<file path="config.mk">
export PLATFORM = sky130hd
export DESIGN_NAME = sram_cycle_engine
export DESIGN_NICKNAME = d
export VERILOG_FILES = /design/src/rtl/sram_cyc_pkg.sv /design/src/rtl/sram_phase_seq.sv /design/src/rtl/sram_pin_drive.sv /design/src/rtl/sram_err_scan.sv /design/src/rtl/sram_cycle_engine.sv
export SDC_FILE = /design/constraint.sdc
export NUM_CORES = 1
export LEC_CHECK = 0
export BUFFER_PORTS_ARGS = -buffer_cell sky130_fd_sc_hd__buf_2
export CAP_MARGIN = 10
export CORE_UTILIZATION = 48
export CTS_CLUSTER_DIAMETER = 50
export DETAILED_ROUTE_END_ITERATION = 16
export PLACE_DENSITY_LB_ADDON = 0.3
export SLEW_MARGIN = 20
export SYNTH_ARGS = -nofsm -noshare
export SYNTH_HDL_FRONTEND = slang
export SYNTH_HIERARCHICAL = 1
export SYNTH_SLANG_ARGS = --single-unit
</file>
<file path="constraint.sdc">
create_clock -name clk -period 2.51 [get_ports clk]
set_input_delay 0.1255 -clock clk [delete_from_list [all_inputs] [get_ports clk]]
set_output_delay 0.1255 -clock clk [all_outputs]
set_load 0.05 [all_outputs]
</file>
<file path="src/rtl/sram_cyc_pkg.sv">
package sram_cyc_pkg;

    parameter int ADDR_W = 11;
    parameter int DATA_W = 32;
    localparam int LANES = DATA_W + 1;
    localparam int LANE_W = $clog2(LANES);

    typedef enum logic [1:0] {
        PH_IDLE = 2'd0,
        PH_PRE  = 2'd1,
        PH_ACC  = 2'd2
    } phase_e;

    typedef struct packed {
        logic [ADDR_W-1:0] addr;
        logic [DATA_W-1:0] data;
        logic              parity;
        logic              write;
    } mem_req_t;

    // Lane image of a request: parity sits above the data word
    function automatic logic [LANES-1:0] lane_image(input mem_req_t r);
        return {r.parity, r.data};
    endfunction

    // Index of the lowest set lane
    function automatic logic [LANE_W-1:0] lowest_lane(input logic [LANES-1:0] v);
        logic [LANE_W-1:0] idx;
        idx = '0;
        for (int i = LANES - 1; i >= 0; i--) begin
            if (v[i]) idx = LANE_W'(i);
        end
        return idx;
    endfunction

endpackage

</file>
<file path="src/rtl/sram_phase_seq.sv">
module sram_phase_seq
    import sram_cyc_pkg::*;
(
    input  logic     clk,
    input  logic     rst,
    input  logic     req_valid,
    input  mem_req_t req_in,
    input  logic     scan_busy,
    output logic     req_ready,
    output phase_e   phase,
    output mem_req_t cur_req
);

    phase_e phase_q;
    mem_req_t req_q;
    logic accept;

    assign req_ready = (phase_q == PH_IDLE) && !scan_busy;
    assign accept = req_valid && req_ready;

    always_ff @(posedge clk) begin
        if (rst) begin
            phase_q <= PH_IDLE;
            req_q   <= '0;
        end else begin
            unique case (phase_q)
                PH_IDLE: if (accept) begin
                    phase_q <= PH_PRE;
                    req_q   <= req_in;
                end
                PH_PRE:  phase_q <= PH_ACC;
                PH_ACC:  phase_q <= PH_IDLE;
                default: phase_q <= PH_IDLE;
            endcase
        end
    end

    assign phase = phase_q;
    assign cur_req = req_q;

endmodule

</file>
<file path="src/rtl/sram_pin_drive.sv">
module sram_pin_drive
    import sram_cyc_pkg::*;
(
    input  phase_e            phase,
    input  mem_req_t          cur_req,
    output logic [ADDR_W-1:0] mem_addr,
    output logic [LANES-1:0]  mem_dq_out,
    output logic              mem_dq_oe,
    output logic              mem_precharge,
    output logic              mem_access,
    output logic              mem_write_stb,
    output logic              mem_read_stb
);

    logic in_cycle;

    assign in_cycle = (phase == PH_PRE) || (phase == PH_ACC);
    assign mem_addr = cur_req.addr;
    assign mem_dq_out = lane_image(cur_req);

    always_comb begin
        mem_dq_oe     = in_cycle && cur_req.write;
        mem_precharge = 1'b1;
        mem_access    = 1'b0;
        mem_write_stb = 1'b0;
        mem_read_stb  = 1'b0;
        unique case (phase)
            PH_PRE: mem_precharge = 1'b0;
            PH_ACC: begin
                mem_access    = 1'b1;
                mem_write_stb = cur_req.write;
                mem_read_stb  = !cur_req.write;
            end
            default: ;
        endcase
    end

endmodule

</file>
<file path="src/rtl/sram_err_scan.sv">
module sram_err_scan
    import sram_cyc_pkg::*;
(
    input  logic              clk,
    input  logic              rst,
    input  logic              capture,
    input  logic [LANES-1:0]  miss_lanes,
    input  logic [ADDR_W-1:0] cap_addr,
    input  logic              cap_write,
    output logic              busy,
    output logic              err_valid,
    output logic [ADDR_W-1:0] err_addr,
    output logic [LANE_W-1:0] err_lane,
    output logic              err_write
);

    logic [LANES-1:0]  pend_q;
    logic [ADDR_W-1:0] addr_q;
    logic              write_q;

    always_ff @(posedge clk) begin
        if (rst) begin
            pend_q  <= '0;
            addr_q  <= '0;
            write_q <= 1'b0;
        end else if (capture) begin
            pend_q  <= miss_lanes;
            addr_q  <= cap_addr;
            write_q <= cap_write;
        end else if (pend_q != '0) begin
            pend_q <= pend_q & (pend_q - LANES'(1));
        end
    end

    assign busy      = (pend_q != '0);
    assign err_valid = busy;
    assign err_addr  = addr_q;
    assign err_lane  = lowest_lane(pend_q);
    assign err_write = write_q;

endmodule

</file>
<file path="src/rtl/sram_cycle_engine.sv">
module sram_cycle_engine
    import sram_cyc_pkg::*;
(
    input  logic              clk,
    input  logic              rst,
    input  logic              req_valid,
    output logic              req_ready,
    input  logic [ADDR_W-1:0] req_addr,
    input  logic [DATA_W-1:0] req_data,
    input  logic              req_parity,
    input  logic              req_write,
    output logic [ADDR_W-1:0] mem_addr,
    output logic [LANES-1:0]  mem_dq_out,
    output logic              mem_dq_oe,
    input  logic [LANES-1:0]  mem_dq_in,
    output logic              mem_precharge,
    output logic              mem_access,
    output logic              mem_write_stb,
    output logic              mem_read_stb,
    output logic              err_valid,
    output logic [ADDR_W-1:0] err_addr,
    output logic [LANE_W-1:0] err_lane,
    output logic              err_write
);

    mem_req_t req_in;
    mem_req_t cur_req;
    phase_e   phase;
    logic     scan_busy;
    logic     strobe_on;
    logic     capture;
    logic [LANES-1:0] miss_lanes;

    assign req_in = '{addr: req_addr, data: req_data, parity: req_parity, write: req_write};

    sram_phase_seq u_seq (
        .clk       (clk),
        .rst       (rst),
        .req_valid (req_valid),
        .req_in    (req_in),
        .scan_busy (scan_busy),
        .req_ready (req_ready),
        .phase     (phase),
        .cur_req   (cur_req)
    );

    sram_pin_drive u_pins (
        .phase         (phase),
        .cur_req       (cur_req),
        .mem_addr      (mem_addr),
        .mem_dq_out    (mem_dq_out),
        .mem_dq_oe     (mem_dq_oe),
        .mem_precharge (mem_precharge),
        .mem_access    (mem_access),
        .mem_write_stb (mem_write_stb),
        .mem_read_stb  (mem_read_stb)
    );

    // Compare only when a strobe is up in the second stage
    assign strobe_on  = mem_write_stb || mem_read_stb;
    assign capture    = (phase == PH_ACC);
    assign miss_lanes = strobe_on ? (mem_dq_in ^ lane_image(cur_req)) : '0;

    sram_err_scan u_scan (
        .clk        (clk),
        .rst        (rst),
        .capture    (capture),
        .miss_lanes (miss_lanes),
        .cap_addr   (cur_req.addr),
        .cap_write  (cur_req.write),
        .busy       (scan_busy),
        .err_valid  (err_valid),
        .err_addr   (err_addr),
        .err_lane   (err_lane),
        .err_write  (err_write)
    );

endmodule

</file>
==> run_results.csv <==
group,metric,value,unit
power_and_ir_drop,powerDensity,570,nW/um2
drt,routed-via-count,4455,
sta,report.final.hold_viol_count,0,
cts,cts_max_level,3,
sta,max_clock_skew,0.0109,ns
sta,slew_headroom,59.0,%
logic_synthesis,synthesis.area,5240,um2
cts,clock_sink_count,92,
cts,clk_path_buf_depth,2,
floorplan,initial_utilization,50.1,%
status,outcome,"completed",
worst_setup_path,critical_path_class,"reg2reg",
logic_synthesis,synth_enable_flop_cells,0,
grt,initial_antenna_violation_count,0,
logic_synthesis,post_synth_num_cell_types,48,
place,preCtsSetupSlack,0.0626,ns
worst_hold_path,hp-start,"req_data[19]",
worst_setup_path,crit_path_max_incr_delay,0.57,ns
drt,drc,0,
final_layout,final_instance_count_without_filler_cells,861,
grt,grt_pass1_wl,20200,um
worst_setup_path,rr_worst_depth,5,
drt,drtAntennaViolNets,0,
grt,grt_util_all_layers,22.4,%
cts,numCtsBuffers,9,
run,cap_violations,0,
drt,drtPass1Iterations,5,
logic_synthesis,syn-mean-instance-area,8.69,um2
floorplan,core_area,10500,um2
floorplan,ios,150,
place,port_buffers,149,
cts,clk_pin_slew,0.09,ns
floorplan,die_y,107,um
final_layout,areaGrowthSynthToFinish,17.3,%
grt,global_route.overflow_total,0,
place,place.gp.congestion,0.872,
drt,post_drt_via_cell_ratio,5.17,
drt,drtIter0Drc,169,
worst_setup_path,critical_path_required,2.72,ns
logic_synthesis,async_flop_share,0,%
worst_setup_path,timing.critical_path.cells,"or4_4 -> or4b_4 -> or3_4 -> o311ai_1 -> a21oi_1",
grt,grt_max_degree,72,
drt,routedWlPerCell,14.8,um
logic_synthesis,synth_top_cells_by_count,"92 x dfxtp_1, 92 x nand2b_1, 64 x mux2i_1",
final_layout,num-nets-final,804,
logic_synthesis,synth-seq-cells,92,
logic_synthesis,yosys_warnings,6,
worst_hold_path,worstHoldPathType,"in2reg",
logic_synthesis,synth_seq_area_share,35.1,%
place,dp_hpwl,9420,um
final_layout,insertedDiodeCount,0,
drt,drt_wl_total,12800,um
worst_setup_path,worst_ep_arrival_time,2.64,ns
floorplan,die_x_extent,107,um
cts,cts_root_buf,"clkbuf_8",
worst_setup_path,timing.critical_path.from_type,"flop",
sta,fmax,0.411,GHz
cts,tritoncts_clock_tree,"built",
logic_synthesis,post_synth_inst_count,603,
worst_hold_path,hold_end,"u_seq/cur_req[21]$_SDFFE_PP0P_",
logic_synthesis,post-synth-top-area-fraction,35.1,%
worst_setup_path,ff2ff_setup_slack,0.08,ns
sta,report.final.slew_viol_count,0,
power_and_ir_drop,p_leak,2.61,nW
place,place.detailed.instances,843,
final_layout,fraction_of_layout_instances_using_a_drive_strength_above_1,30.1,%
sta,tightest_slew,0.615,ns
sta,final.min_clock_period,2.43,ns
worst_setup_path,critPathSlowestCell,"or4_4",
worst_setup_path,reg2reg_to,"u_scan/pend_q[25]$_SDFFE_PP0P_",
worst_setup_path,critical_path.endpoint_type,"flop",
worst_hold_path,number_of_instances_on_the_worst_hold_path,3,
floorplan,num_rows,37,
cts,clk_latency,0.36,ns
worst_setup_path,r2r_start,"u_scan/pend_q[9]$_SDFFE_PP0P_",
worst_setup_path,worst-path-max-fanout,8,
sta,setup_viol,0,
floorplan,fp.dieArea,11300,um2
grt,first_global_vias,4267,
logic_synthesis,leading_cell_types_by_total_area_after_synthesis,"dfxtp_1 35%, mux2i_1 12%, nand2b_1 11%",
sta,worst_case_setup_margin_in_the_final_layout,0.0793,ns
power_and_ir_drop,peakVddDrop,0.505,mV
final_layout,final_design_utilization,58.8,%
power_and_ir_drop,p_total,3.51,mW
logic_synthesis,dominantRegCellSynth,"dfxtp_1",
logic_synthesis,mappedNetlistNets,686,
sta,finalCritPeriodShare,96.8,%
logic_synthesis,synthDominantAreaCellType,"dfxtp_1",
==> state kept, by name (all words and copies together) (netlist names) <==
signal / cells
u_scan/pend_q: 33
u_scan/err_write: 1
u_seq/cur_req: 45
u_scan/err_addr: 11
u_seq/phase: 2
==> per-layer routing <==
| metal | track usage [%] | wire [um] |
|---|---|---|
| met1 | 29.3 | 5810 |
| met2 | 35.6 | 5990 |
| met5 | 0 | 0 |
| met3 | 5.33 | 799 |
| met4 | 8.22 | 148 |
==> final cells by class <==
| type | instances | area [um2] |
|---|---|---|
| multi-input combinational | 418 | 2850 |
| timing repair buffer | 184 | 1060 |
| tap | 136 | 170 |
| fill | 997 | 4320 |
| sequential | 92 | 1840 |
| clock buffer | 13 | 159 |
| clock inverter | 2 | 10.0 |
| inverter | 16 | 60.1 |
==> report_power, final <==
group / total (mW) / leakage, nW / switching, mW / internal (mW)
clock network: 0.905 / 0.0893 / 0.498 / 0.407
logic: 0.990 / 1.77 / 0.629 / 0.361
registers: 1.61 / 0.749 / 0.0728 / 1.54
total: 3.51 / 2.61 / 1.20 / 2.31
==> worst max-delay path by stage <==
stage,end,cells past startpoint,from
after floorplan,u_seq/cur_req[0]$_SDFFE_PP0P_,8,u_scan/pend_q[16]$_SDFFE_PP0P_
after global placement,u_scan/pend_q[28]$_SDFFE_PP0P_,5,u_scan/pend_q[9]$_SDFFE_PP0P_
after detailed placement,u_seq/cur_req[34]$_SDFFE_PP0P_,8,u_scan/pend_q[12]$_SDFFE_PP0P_
after CTS,u_seq/cur_req[20]$_SDFFE_PP0P_,8,u_scan/pend_q[12]$_SDFFE_PP0P_
after global routing,u_scan/pend_q[25]$_SDFFE_PP0P_,5,u_scan/pend_q[9]$_SDFFE_PP0P_
final,u_scan/pend_q[25]$_SDFFE_PP0P_,5,u_scan/pend_q[9]$_SDFFE_PP0P_
==> logic make-up after synthesis <==
logic type	count (synthesis)	synth area share, %
simple gates	238	24.4
buf+inv	93	11.7
mux	64	12.2
flops	92	35.1
fa+ha+maj	2	0.477
xor+xnor	33	5.51
compound gates	81	10.5
==> stage by stage <==
| step | instance area (um2) | hold slack, ns | TNS [ns] |
|---|---|---|---|
| 3_3_place_gp | 5890 | 0.388 | 0 |
| 2_1_floorplan | 5260 | 0.281 | -0.910 |
| 4_1_cts | 6070 | 0.000230 | 0 |
| 3_5_place_dp | 5890 | 0.396 | 0 |
| 5_1_grt | 6150 | 0.0100 | -0.00376 |
| 6_report | 6150 | 0.0209 | 0 |
==> worst max-delay path, delay by kind of cell (launching register included) <==
| family | cells | cell delay [ns] |
|---|---|---|
| DFF | 1 | 0.38 |
| AOI/OAI and AO/OA | 2 | 0.40 |
| and+or+nand+nor | 3 | 1.51 |
==> what timing repair did <==
item | CTS | global route
hold buffers | 1 | 0
setup buffers | 0 | 1
endpoints found under the setup margin | 0 | 48
resized for setup | 0 | 13
hold endpoints to repair | 1 | 0
==> placed cells by master, fill, tap and decap left out, types with 8 or more instances in the layout <==
| master | n |
|---|---|
| inv_1 | 15 |
| clkbuf_8 | 11 |
| a21oi_1 | 32 |
| buf_4 | 31 |
| nor3_1 | 11 |
| nand2_1 | 30 |
| nor4_1 | 8 |
| buf_2 | 147 |
| mux2i_1 | 63 |
| xnor2_1 | 33 |
| dfxtp_1 | 92 |
| nand2b_1 | 92 |
| nor2_1 | 61 |
| o311ai_0 | 9 |
Note: power is estimated with default switching activity, not from simulation.
